===== config.mk =====
export PLATFORM = sky130hd
export DESIGN_NAME = spk_neuron_core
export DESIGN_NICKNAME = d
export VERILOG_FILES = /design/src/rtl/spk_pkg.sv /design/src/rtl/spk_wmem.sv /design/src/rtl/spk_sweep.sv /design/src/rtl/spk_membrane.sv /design/src/rtl/spk_neuron_core.sv
export SDC_FILE = /design/constraint.sdc
export NUM_CORES = 1
export LEC_CHECK = 0
export BUFFER_PORTS_ARGS = -buffer_cell sky130_fd_sc_hd__buf_2
export CAP_MARGIN = 0
export CORE_MARGIN = 5
export CORE_UTILIZATION = 36
export CTS_CLUSTER_DIAMETER = 120
export DETAILED_ROUTE_END_ITERATION = 16
export GPL_TIMING_DRIVEN = 1
export PLACE_DENSITY = 0.61
export SETUP_SLACK_MARGIN = 0.2
export SLEW_MARGIN = 5
export SYNTH_ARGS = -nofsm -noshare
export SYNTH_HDL_FRONTEND = slang
export SYNTH_SLANG_ARGS = --single-unit

===== constraint.sdc =====
create_clock -name clk -period 5.85 [get_ports clk]
set_clock_uncertainty 0.1 [all_clocks]
set_input_delay 0.585 -clock clk [delete_from_list [all_inputs] [get_ports clk]]
set_output_delay 0.585 -clock clk [all_outputs]
set_load 0.01 [all_outputs]

===== src/rtl/spk_pkg.sv =====
package spk_pkg;
  typedef enum logic {
    PH_OPER = 1'b0,
    PH_REFR = 1'b1
  } nrn_phase_e;
endpackage


===== src/rtl/spk_wmem.sv =====
module spk_wmem #(
  parameter int W  = 9,
  parameter int AW = 4
) (
  input  logic          clk,
  input  logic          we_i,
  input  logic [AW-1:0] waddr_i,
  input  logic [W-1:0]  wdata_i,
  input  logic [AW-1:0] raddr_i,
  output logic [W-1:0]  rdata_o
);
  localparam int DEPTH = 2 ** AW;

  logic [W-1:0] mem [DEPTH];

  // one write port, one registered read port
  always_ff @(posedge clk) begin
    if (we_i) mem[waddr_i] <= wdata_i;
    rdata_o <= mem[raddr_i];
  end
endmodule


===== src/rtl/spk_sweep.sv =====
module spk_sweep #(
  parameter int N_IN = 14,
  parameter int AW   = 4
) (
  input  logic            clk,
  input  logic            rst,
  input  logic            step_i,
  input  logic [N_IN-1:0] spk_i,
  input  logic            refr_i,
  output logic [AW-1:0]   raddr_o,
  output logic            v_o,
  output logic            last_o,
  output logic            hit_o,
  output logic            busy_o
);
  localparam logic [AW-1:0] SL_RISE = AW'(N_IN);
  localparam logic [AW-1:0] SL_FALL = AW'(N_IN + 1);

  logic            run;
  logic [AW-1:0]   cnt;
  logic [N_IN-1:0] spk_q;
  logic [N_IN-1:0] sel;

  assign sel     = spk_q >> cnt;
  assign raddr_o = (cnt == SL_RISE) ? (refr_i ? SL_RISE : SL_FALL) : cnt;
  assign busy_o  = run | v_o;

  always_ff @(posedge clk) begin
    if (rst) begin
      run    <= 1'b0;
      cnt    <= '0;
      spk_q  <= '0;
      v_o    <= 1'b0;
      last_o <= 1'b0;
      hit_o  <= 1'b0;
    end else begin
      v_o    <= run;
      last_o <= run && (cnt == SL_RISE);
      hit_o  <= run && (cnt != SL_RISE) && sel[0];
      if (step_i && !busy_o) begin
        run   <= 1'b1;
        cnt   <= '0;
        spk_q <= spk_i;
      end else if (run) begin
        if (cnt == SL_RISE) run <= 1'b0;
        else                cnt <= cnt + 1'b1;
      end
    end
  end
endmodule


===== src/rtl/spk_membrane.sv =====
module spk_membrane
  import spk_pkg::*;
#(
  parameter int W    = 9,
  parameter int P_W  = 12,
  parameter int SH_W = 3
) (
  input  logic                  clk,
  input  logic                  rst,
  input  logic                  v_i,
  input  logic                  last_i,
  input  logic                  hit_i,
  input  logic signed [W-1:0]   mem_i,
  input  logic signed [P_W-1:0] rest_i,
  input  logic signed [P_W-1:0] thr_i,
  input  logic signed [P_W-1:0] aft_i,
  input  logic                  refr_abs_i,
  input  logic [SH_W-1:0]       att_sh_i,
  output logic signed [P_W-1:0] pot_o,
  output logic                  refr_o,
  output logic                  spike_o
);
  localparam int E = ((P_W > W) ? P_W : W) + 2;
  localparam logic signed [E-1:0] PMAX = E'((2 ** (P_W - 1)) - 1);
  localparam logic signed [E-1:0] PMIN = -PMAX - E'(1);

  nrn_phase_e phase;
  logic signed [E-1:0] pot_x, rest_x, w_x, w_eff, sum, sat_v;
  logic signed [E-1:0] mag, dn, up, toward;
  logic                take;

  assign refr_o = (phase == PH_REFR);

  always_comb begin
    pot_x  = E'(pot_o);
    rest_x = E'(rest_i);
    w_x    = E'(mem_i);
    w_eff  = refr_o ? (w_x >>> att_sh_i) : w_x;
    sum    = pot_x + w_eff;
    if (sum > PMAX)      sat_v = PMAX;
    else if (sum < PMIN) sat_v = PMIN;
    else                 sat_v = sum;
    mag = signed'({{(E - W){1'b0}}, mem_i});
    dn  = pot_x - mag;
    up  = pot_x + mag;
    if (pot_x > rest_x)      toward = (dn < rest_x) ? rest_x : dn;
    else if (pot_x < rest_x) toward = (up > rest_x) ? rest_x : up;
    else                     toward = rest_x;
    take = hit_i && (!refr_o || !refr_abs_i);
  end

  always_ff @(posedge clk) begin
    if (rst) begin
      pot_o   <= '0;
      phase   <= PH_OPER;
      spike_o <= 1'b0;
    end else begin
      spike_o <= 1'b0;
      if (v_i && !last_i) begin
        if (take) pot_o <= P_W'(sat_v);
      end else if (v_i && last_i) begin
        if (!refr_o && (pot_o >= thr_i)) begin
          spike_o <= 1'b1;
          pot_o   <= aft_i;
          phase   <= PH_REFR;
        end else begin
          pot_o <= P_W'(toward);
          if (refr_o && (toward == rest_x)) phase <= PH_OPER;
        end
      end
    end
  end
endmodule


===== src/rtl/spk_neuron_core.sv =====
module spk_neuron_core #(
  parameter int N_IN = 14,
  parameter int W    = 9,
  parameter int P_W  = 12,
  parameter int SH_W = 3,
  parameter int AW   = $clog2(N_IN + 2)
) (
  input  logic                  clk,
  input  logic                  rst,
  input  logic                  step_i,
  input  logic [N_IN-1:0]       spk_i,
  input  logic                  wr_en_i,
  input  logic [AW-1:0]         wr_addr_i,
  input  logic signed [W-1:0]   wr_data_i,
  input  logic signed [P_W-1:0] rest_i,
  input  logic signed [P_W-1:0] thr_i,
  input  logic signed [P_W-1:0] aft_i,
  input  logic                  refr_abs_i,
  input  logic [SH_W-1:0]       att_sh_i,
  output logic                  spike_o,
  output logic                  busy_o,
  output logic                  refr_o,
  output logic signed [P_W-1:0] pot_o
);
  logic [AW-1:0]       raddr;
  logic [W-1:0]        rdata;
  logic                v, last, hit;

  spk_sweep #(.N_IN(N_IN), .AW(AW)) u_sweep (
    .clk(clk), .rst(rst), .step_i(step_i), .spk_i(spk_i), .refr_i(refr_o),
    .raddr_o(raddr), .v_o(v), .last_o(last), .hit_o(hit), .busy_o(busy_o)
  );

  spk_wmem #(.W(W), .AW(AW)) u_mem (
    .clk(clk), .we_i(wr_en_i), .waddr_i(wr_addr_i), .wdata_i(wr_data_i),
    .raddr_i(raddr), .rdata_o(rdata)
  );

  spk_membrane #(.W(W), .P_W(P_W), .SH_W(SH_W)) u_mem_pot (
    .clk(clk), .rst(rst), .v_i(v), .last_i(last), .hit_i(hit),
    .mem_i(signed'(rdata)), .rest_i(rest_i), .thr_i(thr_i), .aft_i(aft_i),
    .refr_abs_i(refr_abs_i), .att_sh_i(att_sh_i),
    .pot_o(pot_o), .refr_o(refr_o), .spike_o(spike_o)
  );
endmodule


==> metrics.log <==
INFO  metric cp_slowest_cell = a211oi_1
INFO  metric drive_gt1_share = 14.2%
INFO  metric worstSetupEndpointType = flip-flop
INFO  metric antenna_found_initial = 0
INFO  metric cap_viol_max_count = 0
INFO  metric detailedPlacementHpwl = 22.8 mm
INFO  metric synth_top_family_by_area = compound AO/OA/AOI/OAI gates
INFO  metric core_area = 30600 um^2
INFO  metric first_global_vias = 8083
INFO  metric maximum_number_of_pins_on_one_net_before_global_route_repair = 49
INFO  metric outcome = finished, final reports clean
INFO  metric synth_area = 11100 um^2
INFO  metric ys.flop_type = edfxtp_1
INFO  metric clock_insertion_delay_worst_skew = 0.43 ns
INFO  metric yosysTopAreaCellShare = 38.9%
INFO  metric die_area = 34500 um^2
INFO  metric worstMarginPinSlew = 1.18 ns
INFO  metric number_of_diodes = 0
INFO  metric grt_first_pass_wirelength = 47.0 mm
INFO  metric post_cts_setup_repair_bufs = 0
INFO  metric finalPower = 3.31 mW
INFO  metric ios = 86
INFO  metric detail_route.drc_violations = 0
INFO  metric route.final.wire_length = 31.2 mm
INFO  metric synthesis.yosys.warnings = 0
INFO  metric synth.yosys.seq_area_share = 46.9%
INFO  metric pwr_per_cell_area = 263 nW/um^2
INFO  metric avgSynthCellArea = 10.9 um^2
INFO  metric min_period = 5.25 ns
INFO  metric timing.reg2reg.setup_slack = 0.60 ns
INFO  metric critPathBufInv = 3
INFO  metric dr_total_vias = 8370
INFO  metric report.final.hold_viol_count = 0
INFO  metric path_cells = inv_1 -> ha_1 -> inv_1 -> fa_1 -> a211oi_1 -> nor2_1 -> o22a_4 -> a211oi_4 -> xnor2_1 -> inv_1 -> ha_1 -> a21o_1 -> a221o_1 -> a31oi_1 -> or3_1 -> nand2_1 -> o21ai_0 -> o21ai_0 -> a32o_1
INFO  metric synthToLayoutAreaGrowth = 13.0%
INFO  metric wp_data_arrival = 5.49 ns
INFO  metric fp.dieH = 186 um
INFO  metric cts_made_buffers = 17
INFO  metric total_leakage_power = 5.13 nW
INFO  metric timing_max_transition_violations_final = 0
INFO  metric synth_top_cell_by_area = edfxtp_1
INFO  metric routabilityCongestion = 0.976
INFO  metric cts.htree.levels = 4
INFO  metric reg2reg_depth = 19
INFO  metric endpoint = u_mem_pot.pot_o[2]
INFO  metric worst_hold_path_class = in2reg
INFO  metric critPathMaxFanout = 9
INFO  metric critical_path_depth = 19
INFO  metric critPathKind = reg2reg
INFO  metric synth_enable_flop_cells = 144
INFO  metric xor_xnor_share_of_the_synthesized_area = 3.35%
INFO  metric setup.worst_path.start = u_mem_pot.pot_o[0]
INFO  metric slew-limit-headroom = 21.4%
INFO  metric rsz0062_at_grt = false
INFO  metric floorplan.die.width = 186 um
INFO  metric critPathLaunchType = flip-flop
INFO  metric initial_utilization = 36.4%
INFO  metric synth.top_cells.by_area = edfxtp_1 (39%), ha_1 (9.0%), dfxtp_1 (8.1%), mux2i_1 (4.8%), a21oi_1 (3.0%)
INFO  metric worstReg2RegStart = u_mem_pot.pot_o[0]
INFO  metric critical_path_required = 6.09 ns
INFO  metric finalSetupViolations = 0
INFO  metric rr_endpoint = u_mem_pot.pot_o[2]
INFO  metric synth-compound-area-share = 17.7%
INFO  metric worst_path_dominant_cell_family = compound AO/OA/AOI/OAI gates
INFO  metric netlist-cell-type-count = 75
INFO  metric timing.final.crit_share = 89.7%
INFO  metric tns = 0 ns
INFO  metric fraction_of_registers_with_async_set_or_reset_after_synthesis = 0%
INFO  metric port-buffer-count = 85
INFO  metric clock.fmax = 191 MHz
INFO  metric clkSinkCount = 189
INFO  metric clock_tree.root_cell = clkbuf_16
INFO  metric antenna_left = 0
INFO  metric global_route.overflow_total = 0
INFO  metric tritoncts = done
INFO  metric worst_setup_hold_path_clk_slew = 0.09 ns
INFO  metric critical_path.max_stage_delay = 0.44 ns
INFO  metric max-clock-path-buffers = 2
INFO  metric crit_top_cell = inv_1
INFO  metric ir_drop = 0.000205 V
INFO  metric synth_mux_area_share = 7.60%
INFO  metric synth_seq_cells = 189
INFO  metric fillers = 2983
INFO  metric cts-hold-fix-buffers = 0
INFO  metric drt-vias-per-instance = 5.57
INFO  metric syn-num-nets = 1177
INFO  metric synth_instances = 1023
INFO  metric first_pass_iters = 5
INFO  metric synth_adder_area_share = 9.53%
INFO  metric leading_cell_types_in_the_layout_fill_and_taps_excluded = edfxtp_1 (144), buf_2 (85), ha_1 (80), nand2_1 (78), inv_1 (67)
INFO  metric post_drt_wl_per_cell = 20.8 um
INFO  metric final_common_cell = edfxtp_1
INFO  metric synth_simple_gate_area_share = 10.8%
INFO  metric grt_util_all_layers = 17.9%
INFO  metric nNetsFinal = 1248
INFO  metric placement_rows = 64
INFO  metric detail_route.iter0.violations = 659
## sequential cells by signal (all words and copies together) (netlist names)
signal / count
u_mem_pot.spike_o: 1
u_sweep.hit_o: 1
u_mem.mem: 144
u_mem.rdata_o: 9
u_mem_pot.refr_o: 1
u_sweep.v_o: 1
u_sweep.cnt: 4
u_sweep.run: 1
u_sweep.spk_q: 14
u_mem_pot.pot_o: 12
u_sweep.last_o: 1
## worst register-to-register path: stages (launching register included)
cell and delay (ns):
dfxtp_1 0.36, inv_1 0.12, ha_1 0.19, inv_1 0.06, fa_1 0.39, a211oi_1 0.44, nor2_1 0.18, o22a_4 0.28
a211oi_4 0.27, xnor2_1 0.18, inv_1 0.12, ha_1 0.30, a21o_1 0.19, a221o_1 0.34, a31oi_1 0.27, or3_1 0.35
nand2_1 0.27, o21ai_0 0.33, o21ai_0 0.12, a32o_1 0.29
## layout make-up
| cell class | instances | area [um^2] | share of cell area [%] |
|---|---|---|---|
| multi-input combinational | 719 | 5490 | 43.6 |
| timing repair buffer | 100 | 551 | 4.38 |
| sequential | 189 | 5230 | 41.5 |
| tap | 396 | 495 | 3.94 |
| clock buffer | 19 | 433 | 3.44 |
| clock inverter | 12 | 135 | 1.07 |
| inverter | 67 | 251 | 2.00 |
## per-stage QoR
step,hold WS [ns],instances,utilization (%),instance area [um^2],worst slack [ns]
2_1_floorplan,0.344,1023,-,11100,1.32
3_3_place_gp,0.360,1471,39.3,12000,0.722
3_5_place_dp,0.363,1471,39.3,12000,0.636
4_1_cts,0.245,1502,41.1,12600,0.592
5_1_grt,0.248,1502,41.1,12600,0.277
6_report,0.267,1502,41.1,12600,0.603
## timing repair
| item | in CTS | in global routing |
|---|---|---|
| setup endpoints to repair | 0 | 2 |
| resized for setup | 0 | 1 |
| endpoints found under the hold margin | 0 | 0 |
## worst min-delay path by stage
stage / from / endpoint / slack, ns / depth (start not counted)
5_1_grt: spk_i[2] / u_sweep.spk_q[2] / 0.25 / 2
6_report: spk_i[2] / u_sweep.spk_q[2] / 0.27 / 2
2_1_floorplan: u_sweep.spk_q[10] / u_sweep.spk_q[10] / 0.34 / 1
3_5_place_dp: u_sweep.spk_q[10] / u_sweep.spk_q[10] / 0.36 / 1
3_3_place_gp: u_sweep.spk_q[3] / u_sweep.spk_q[3] / 0.36 / 1
4_1_cts: spk_i[2] / u_sweep.spk_q[2] / 0.25 / 2
## synthesized netlist by cell type, types with 4 or more instances
library cell / count
a21oi_1: 66
a32o_1: 6
a211o_1: 4
a22o_1: 18
a21o_1: 18
a31oi_1: 14
and2_1: 5
a221oi_1: 6
mux2i_1: 53
mux4_2: 14
inv_1: 67
o211ai_1: 9
a221o_1: 4
o21a_1: 8
or3_1: 9
o21ai_0: 31
a311oi_1: 10
o221ai_1: 4
clkbuf_1: 35
nand4_1: 9
nand2_1: 78
edfxtp_1: 144
nand2b_1: 10
nor3_1: 11
and3_1: 5
o21ai_1: 10
ha_1: 80
xnor2_1: 24
nor4_1: 8
nor2b_1: 26
a211oi_1: 36
o31ai_1: 7
buf_2: 8
nor2_1: 64
dfxtp_1: 45
xor2_1: 16
nand3_1: 7
## cells by family (layout without fill, tap and decap cells)
kind of cell,Yosys count,in the layout
fa+ha+maj,83,83
xor+xnor,41,41
flops,189,189
compound gates,281,281
simple gates,247,247
mux,67,67
buf+inv,115,198
## layer usage
metal | track usage [%] | vias up | routed length, um
met1 | 24.4 | 4051 | 14000
li1 | - | 4002 | -
met4 | 6.35 | 0 | 918
met2 | 29.4 | 263 | 14700
met5 | 0 | - | 0
met3 | 2.44 | 54 | 1540
## report_power, final
group          leakage, nW  total (mW)  internal [mW]  switching, mW
sequential            1.67        1.52           1.48         0.0319
combinational         3.18       0.645          0.245          0.399
clock                0.276        1.15          0.634          0.514
(Power assumes the default switching activity.)
